`src/rtl/gpio_pkg.sv`:
```
package gpio_pkg;

    // Register selected by byte address bits [6:4]
    typedef enum logic [2:0] {
        K_DOUT  = 3'd0,
        K_DIN   = 3'd1,
        K_OE    = 3'd2,
        K_ROUTE = 3'd3,
        K_IEN   = 3'd4,
        K_LVL   = 3'd5,
        K_POL   = 3'd6,
        K_STAT  = 3'd7
    } reg_kind_e;

    // Write action selected by byte address bits [3:2]
    typedef enum logic [1:0] {
        A_WRITE = 2'd0,
        A_SET   = 2'd1,
        A_CLEAR = 2'd2,
        A_NONE  = 2'd3
    } wr_action_e;

    localparam int KIND_LSB   = 4;
    localparam int ACTION_LSB = 2;
    localparam int DECODE_W   = 7;

endpackage

```
`src/rtl/gpio_sync.sv`:
```
module gpio_sync #(
    parameter int NPINS  = 32,
    parameter int STAGES = 2
) (
    input  logic             clk,
    input  logic             rst_n,
    input  logic [NPINS-1:0] pad_in,
    output logic [NPINS-1:0] sync_o,
    output logic [NPINS-1:0] prev_o
);

    logic [NPINS-1:0] stage_q [STAGES];
    logic [NPINS-1:0] prev_q;

    always_ff @(posedge clk or negedge rst_n) begin
        if (!rst_n) stage_q[0] <= '0;
        else        stage_q[0] <= pad_in;
    end

    for (genvar g = 1; g < STAGES; g++) begin : g_stage
        always_ff @(posedge clk or negedge rst_n) begin
            if (!rst_n) stage_q[g] <= '0;
            else        stage_q[g] <= stage_q[g-1];
        end
    end

    // One cycle of history for edge detection
    always_ff @(posedge clk or negedge rst_n) begin
        if (!rst_n) prev_q <= '0;
        else        prev_q <= stage_q[STAGES-1];
    end

    assign sync_o = stage_q[STAGES-1];
    assign prev_o = prev_q;

endmodule

```
`src/rtl/gpio_detect.sv`:
```
module gpio_detect #(
    parameter int NPINS = 32
) (
    input  logic [NPINS-1:0] sync_i,
    input  logic [NPINS-1:0] prev_i,
    input  logic [NPINS-1:0] route_i,
    input  logic [NPINS-1:0] lvl_i,
    input  logic [NPINS-1:0] pol_i,
    output logic [NPINS-1:0] evt_o
);

    for (genvar i = 0; i < NPINS; i++) begin : g_pin
        logic rise;
        logic fall;
        logic hit;
        always_comb begin
            rise = sync_i[i] & ~prev_i[i];
            fall = ~sync_i[i] & prev_i[i];
            if (lvl_i[i]) hit = (sync_i[i] == pol_i[i]);
            else          hit = pol_i[i] ? rise : fall;
            evt_o[i] = route_i[i] & hit;
        end
    end

endmodule

```
`src/rtl/gpio_irq_port.sv`:
```
module gpio_irq_port
    import gpio_pkg::*;
#(
    parameter int NPINS       = 32,
    parameter int ADDR_W      = 7,
    parameter int SYNC_STAGES = 2
) (
    input  logic              clk,
    input  logic              rst_n,
    input  logic              wr_en,
    input  logic [ADDR_W-1:0] addr,
    input  logic [NPINS-1:0]  wdata,
    output logic [NPINS-1:0]  rdata,
    input  logic [NPINS-1:0]  pad_in,
    output logic [NPINS-1:0]  pad_out,
    output logic [NPINS-1:0]  pad_oe,
    output logic              irq
);

    typedef struct packed {
        logic [NPINS-1:0] dout;
        logic [NPINS-1:0] oe;
        logic [NPINS-1:0] route;
        logic [NPINS-1:0] ien;
        logic [NPINS-1:0] lvl;
        logic [NPINS-1:0] pol;
        logic [NPINS-1:0] stat;
    } regs_t;

    regs_t r_d, r_q;

    logic [NPINS-1:0] sync_lvl, prev_lvl, evt, stat_clr;
    reg_kind_e        kind;
    wr_action_e       act;
    logic             addr_ok;

    function automatic logic [NPINS-1:0] apply_action(
        input wr_action_e       a,
        input logic [NPINS-1:0] cur,
        input logic [NPINS-1:0] w
    );
        case (a)
            A_WRITE: return w;
            A_SET:   return cur | w;
            A_CLEAR: return cur & ~w;
            default: return cur;
        endcase
    endfunction

    gpio_sync #(.NPINS(NPINS), .STAGES(SYNC_STAGES)) u_sync (
        .clk    (clk),
        .rst_n  (rst_n),
        .pad_in (pad_in),
        .sync_o (sync_lvl),
        .prev_o (prev_lvl)
    );

    gpio_detect #(.NPINS(NPINS)) u_detect (
        .sync_i  (sync_lvl),
        .prev_i  (prev_lvl),
        .route_i (r_q.route),
        .lvl_i   (r_q.lvl),
        .pol_i   (r_q.pol),
        .evt_o   (evt)
    );

    always_comb begin
        kind    = reg_kind_e'(addr[KIND_LSB +: 3]);
        act     = wr_action_e'(addr[ACTION_LSB +: 2]);
        addr_ok = (addr[1:0] == 2'b00) && ((addr >> DECODE_W) == '0);
        r_d      = r_q;
        stat_clr = '0;
        if (wr_en && addr_ok) begin
            case (kind)
                K_DOUT:  r_d.dout  = apply_action(act, r_q.dout,  wdata);
                K_OE:    r_d.oe    = apply_action(act, r_q.oe,    wdata);
                K_ROUTE: r_d.route = apply_action(act, r_q.route, wdata);
                K_IEN:   r_d.ien   = apply_action(act, r_q.ien,   wdata);
                K_LVL:   r_d.lvl   = apply_action(act, r_q.lvl,   wdata);
                K_POL:   r_d.pol   = apply_action(act, r_q.pol,   wdata);
                K_STAT:  if (act == A_CLEAR) stat_clr = wdata;
                default: ;
            endcase
        end
        // set events take priority over a clear in the same cycle
        r_d.stat = (r_q.stat & ~stat_clr) | evt;
    end

    always_ff @(posedge clk or negedge rst_n) begin
        if (!rst_n) r_q <= '0;
        else        r_q <= r_d;
    end

    always_comb begin
        case (kind)
            K_DOUT:  rdata = r_q.dout;
            K_DIN:   rdata = sync_lvl;
            K_OE:    rdata = r_q.oe;
            K_ROUTE: rdata = r_q.route;
            K_IEN:   rdata = r_q.ien;
            K_LVL:   rdata = r_q.lvl;
            K_POL:   rdata = r_q.pol;
            default: rdata = r_q.stat;
        endcase
    end

    assign pad_out = r_q.dout;
    assign pad_oe  = r_q.oe;
    assign irq     = |(r_q.stat & r_q.ien);

    // ---------------- assertions ----------------
    logic [NPINS-1:0] lvl_active;
    assign lvl_active = r_q.route & r_q.lvl & ~(sync_lvl ^ r_q.pol);

    // an OR-action write to data-out leaves every written bit set
    a_r2_set_alias: assert property (@(posedge clk) disable iff (!rst_n)
        (wr_en && addr_ok && kind == K_DOUT && act == A_SET)
        |=> ((r_q.dout & $past(wdata)) == $past(wdata)));

    // an edge-mode event needs the synchronised level to have changed
    a_r5_edge_needs_change: assert property (@(posedge clk) disable iff (!rst_n)
        ((evt & ~r_q.lvl & ~(sync_lvl ^ prev_lvl)) == '0));

    // without a clear write to status, no status bit drops
    a_r6_stat_sticky: assert property (@(posedge clk) disable iff (!rst_n)
        !(wr_en && addr_ok && kind == K_STAT && act == A_CLEAR)
        |=> ((r_q.stat & $past(r_q.stat)) == $past(r_q.stat)));

    // an active level always leaves its status bit set next cycle
    a_r7_level_reassert: assert property (@(posedge clk) disable iff (!rst_n)
        1'b1 |=> ((r_q.stat & $past(lvl_active)) == $past(lvl_active)));

    // unrouted pins never raise their status bit
    a_r8_route_gate: assert property (@(posedge clk) disable iff (!rst_n)
        1'b1 |=> ((r_q.stat & ~$past(r_q.stat) & ~$past(r_q.route)) == '0));

    // no interrupt while all enables are off
    a_r9_irq_quiet: assert property (@(posedge clk) disable iff (!rst_n)
        (r_q.ien == '0) |-> !irq);

endmodule

```
`config.mk`:
```
export PLATFORM = sky130hd
export DESIGN_NAME = gpio_irq_port
export DESIGN_NICKNAME = d
export VERILOG_FILES = /design/src/rtl/gpio_pkg.sv /design/src/rtl/gpio_sync.sv /design/src/rtl/gpio_detect.sv /design/src/rtl/gpio_irq_port.sv
export SDC_FILE = /design/constraint.sdc
export NUM_CORES = 1
export LEC_CHECK = 0
export ABC_AREA = 1
export ABC_CLOCK_PERIOD_IN_PS = 1270
export BUFFER_PORTS_ARGS = -buffer_cell sky130_fd_sc_hd__buf_4
export CAP_MARGIN = 25
export CELL_PAD_IN_SITES_DETAIL_PLACEMENT = 1
export CELL_PAD_IN_SITES_GLOBAL_PLACEMENT = 1
export CORE_UTILIZATION = 44
export CTS_CLUSTER_SIZE = 10
export DETAILED_ROUTE_END_ITERATION = 8
export GPL_TIMING_DRIVEN = 0
export PLACE_DENSITY = 0.86
export SLEW_MARGIN = 0
export SYNTH_ARGS = -nofsm -noshare
export SYNTH_HDL_FRONTEND = slang
export SYNTH_SLANG_ARGS = --single-unit
export TNS_END_PERCENT = 50
```
`constraint.sdc`:
```
create_clock -name clk -period 1.27 [get_ports clk]
set_clock_uncertainty 0.1 [all_clocks]
set_input_delay 0.127 -clock clk [delete_from_list [all_inputs] [get_ports clk]]
set_output_delay 0.127 -clock clk [all_outputs]
set_load 0.01 [all_outputs]
```
==> flow_summary_export.csv <==
group,metric,value,unit
synthesis,seq_cells_post_synth,320,
worst_setup_path,crit_path_end_kind,"primary output",
cells_and_area,multi_input_area,8610,sq um
power_and_ir_drop,powerDensity,1350,nW/um^2
global_routing,via_count_of_the_first_global_routing_pass,22300,
clocking,clock_latency,0.58,ns
placement,post_place_setup_slack,-0.952,ns
clocking,inserted_clock_buffers,40,
placement,port_buf_inserts,138,
cells_and_area,area.growth.synth_to_final,35.3,%
placement,placed_area,20000,sq um
global_routing,overflow,0,
routing,routed-via-count,21900,
sta,timing.setup.tns,-35.99,ns
sta,final.period_utilization,161,%
floorplanning,floorplan.die.width,204,microns
synthesis,synth-seq-area-share,44.6,%
synthesis,syn-mean-instance-area,7.22,sq um
cells_and_area,nets,2973,
worst_setup_path,critical_path.startpoint_type,"flop",
global_routing,largest_net_degree_at_the_start_of_global_routing,109,
placement,place_hpwl,53400,microns
synthesis,yosys_warnings,0,
hold_path,hold_class,"in -> async",
cells_and_area,fin_area,24300,sq um
sta,timing_limited_maximum_frequency,490,MHz
clocking,root_buf_cell,"sky130_fd_sc_hd__clkbuf_16",
clocking,cts_hold_buffers,64,
sta,post-route-min-period,2.04,ns
floorplanning,boundaryPins,171,
global_routing,grt_pass1_wl,131000,microns
synthesis,mappedNetlistArea,17900,sq um
sta,slew_headroom,54.9,%
routing,drt_first_pass_iters,6,
floorplanning,core_area,40000,sq um
clocking,ctsHtreeMaxLevel,2,
routing,dr.first_iter.drc_count,2490,
clocking,clock_tree_from_tritoncts,"built",
routing,drtAntennaViolNets,0,
clocking,path_clk_slew,0.06,ns
worst_setup_path,worst-endpoint-required,1.04,ns
floorplanning,die_height,204,microns
synthesis,syn_inst,2485,
worst_setup_path,crit_arrival,1.81,ns
global_routing,grt_antenna_before_repair,2,
routing,detail_route.drc_violations,0,
status,failed_checks,"hold timing, setup timing",
cells_and_area,utilization,60.7,%
routing,wl,91400,microns
cells_and_area,area.sequential,8030,sq um
status,status,"finished with violations",
routing,route.detailed.wl_per_inst,26.5,microns
sta,final_max_slew_viol_count,0,
global_routing,combined_global_route_utilization_of_all_metal_layers,41.8,%
routing,route.detailed.vias_per_inst,6.36,
synthesis,synth.lib_cells_used.distinct,22,
flow_run,maxCapViolCount,0,
synthesis,synthesis.nets,2562,
cells_and_area,post_route_cells_drive_above_1_share,24.2,%
sta,hold-worst-slack,-0.631,ns
synthesis,synth_top_cell_area_share,44.6,%
worst_setup_path,timing.setup.critical_path_class,"reg -> out",
worst_setup_path,path_max_fanout,3,
worst_setup_path,rrSetupSlack,-0.08,ns
sta,grt_setup_unrepaired,"true",
sta,finalWorstSetupSlack,-0.772,ns
synthesis,synth_top_cells_by_area,"sky130_fd_sc_hd__dfrtp_1, sky130_fd_sc_hd__nand2_1, sky130_fd_sc_hd__o21ai_0",
sta,setup_viol,213,
power_and_ir_drop,power.static_leakage,12.3,nW
sta,worst-slew-pin-transition,0.676,ns
placement,place_congestion,0.931,
placement,numPlacedInstances,3151,
floorplanning,start_util,44.9,%
floorplanning,num_rows,73,
power_and_ir_drop,vdd.ir_drop.worst,0.923,mV
floorplanning,design.die.area,41600,sq um
clocking,clock_sinks,320,
clocking,clock_path_buffers,3,
cells_and_area,count_of_fill_cells_added_during_filler_insertion,4886,
sta,report.final.hold_viol_count,242,
synthesis,synth_top_cell_by_area,"sky130_fd_sc_hd__dfrtp_1",
cells_and_area,layoutNonFillerInstCount,3444,
-- power breakdown --
group,internal (mW),switching [mW],leakage [nW],total [mW]
logic,4.07,5.21,7.80,9.28
clock network,6.23,4.74,0.579,11.0
registers,11.3,1.10,3.96,12.4
-- metrics by stage --
stage | hold slack (ns) | total power, mW
2_1_floorplan | -0.269 | 16.1
3_3_place_gp | 0.136 | 18.6
3_5_place_dp | -0.0206 | 19.0
4_1_cts | -0.615 | 31.4
5_1_grt | -0.592 | 33.7
6_report | -0.631 | 32.7
-- cell families after synthesis --
| kind of cell | Yosys count | synth area share, % |
|---|---|---|
| AND/OR/NAND/NOR | 1331 | 31.2 |
| buffers and inverters | 351 | 9.82 |
| AO/OA/AOI/OAI | 480 | 14.1 |
| flip-flops | 320 | 44.6 |
| adder cells (fa/ha/maj) | 3 | 0.209 |
-- final timing paths --
path / start / to / cells past startpoint
max in group asynchronous: rst_n / pad_oe[4] / 3
worst max register to register: pad_out[14] / pad_out[14] / 6
min in group clk: wdata[5] / r_q[101] / 5
worst min register to register: u_sync.stage_q[61] / u_sync.sync_o[29] / 0
worst max-delay path: r_q[96] / rdata[0] / 7
worst min-delay path: rst_n / u_sync.stage_q[58] / 1
-- flip-flops by register name, summed over array words and instances (netlist names) --
| signal | count |
|---|---|
| pad_oe | 32 |
| pad_out | 32 |
| r_q | 160 |
| u_sync.prev_o | 32 |
| u_sync.stage_q | 32 |
| u_sync.sync_o | 32 |
-- synth_stat cells, drive strengths merged --
library cell	instances
inv	112
nand3	70
nand2	925
nor2	143
o21ai	416
buf	166
nand4	192
a21oi	32
ha	3
clkbuf	73
dfrtp	320
nor3	1
o211ai	32
-- per-layer routing --
| metal | track usage (%) | part of all wire (%) | vias to the layer above |
|---|---|---|---|
| met4 | 27.3 | 6.9 | 4 |
| li1 | - | - | 9000 |
| met1 | 50.8 | 36 | 10800 |
| met2 | 65.9 | 46 | 1599 |
| met5 | 0 | 0.026 | - |
| met3 | 10.8 | 11 | 466 |
-- layout by cell type, fill, tap and decap left out, drive strengths merged --
cell type / n
a21oi: 32
clkinv: 2
dlygate4sd3: 61
diode: 2
nand2: 925
clkbuf: 114
nand3: 70
buf: 489
o21ai: 416
dlymetal6s4s: 3
nor2: 143
inv: 114
o211ai: 32
nand4: 192
ha: 3
dfrtp: 320
nor3: 1
-- final cells by class --
class / count / share of cell area, %
buffer: 175 / 5.49
clock buffer: 59 / 4.75
clock inverter: 4 / 0.113
tap: 525 / 2.70
antenna: 2 / 0.0206
multi-input combinational: 1814 / 35.5
inverter: 112 / 1.74
sequential: 320 / 33.1
timing repair buffer: 433 / 16.6
-- timing repair --
action / in CTS / in global routing
buffers inserted: 142 / 102
pin swaps: 46 / 65
hold endpoints to repair: 308 / 150
endpoints found under the setup margin: 167 / 294
gates resized for setup: 235 / 204
-- worst max-delay path, cell delays in order (launching register included) --
cell and delay, ns:
sky130_fd_sc_hd__dfrtp_1 0.41, sky130_fd_sc_hd__buf_4 0.15, sky130_fd_sc_hd__buf_6 0.11, sky130_fd_sc_hd__nand3_2 0.07, sky130_fd_sc_hd__nand2_1 0.06, sky130_fd_sc_hd__nor2_1 0.13, sky130_fd_sc_hd__nand3_2 0.14, sky130_fd_sc_hd__buf_6 0.15
Note: power is estimated with default switching activity, not from simulation.
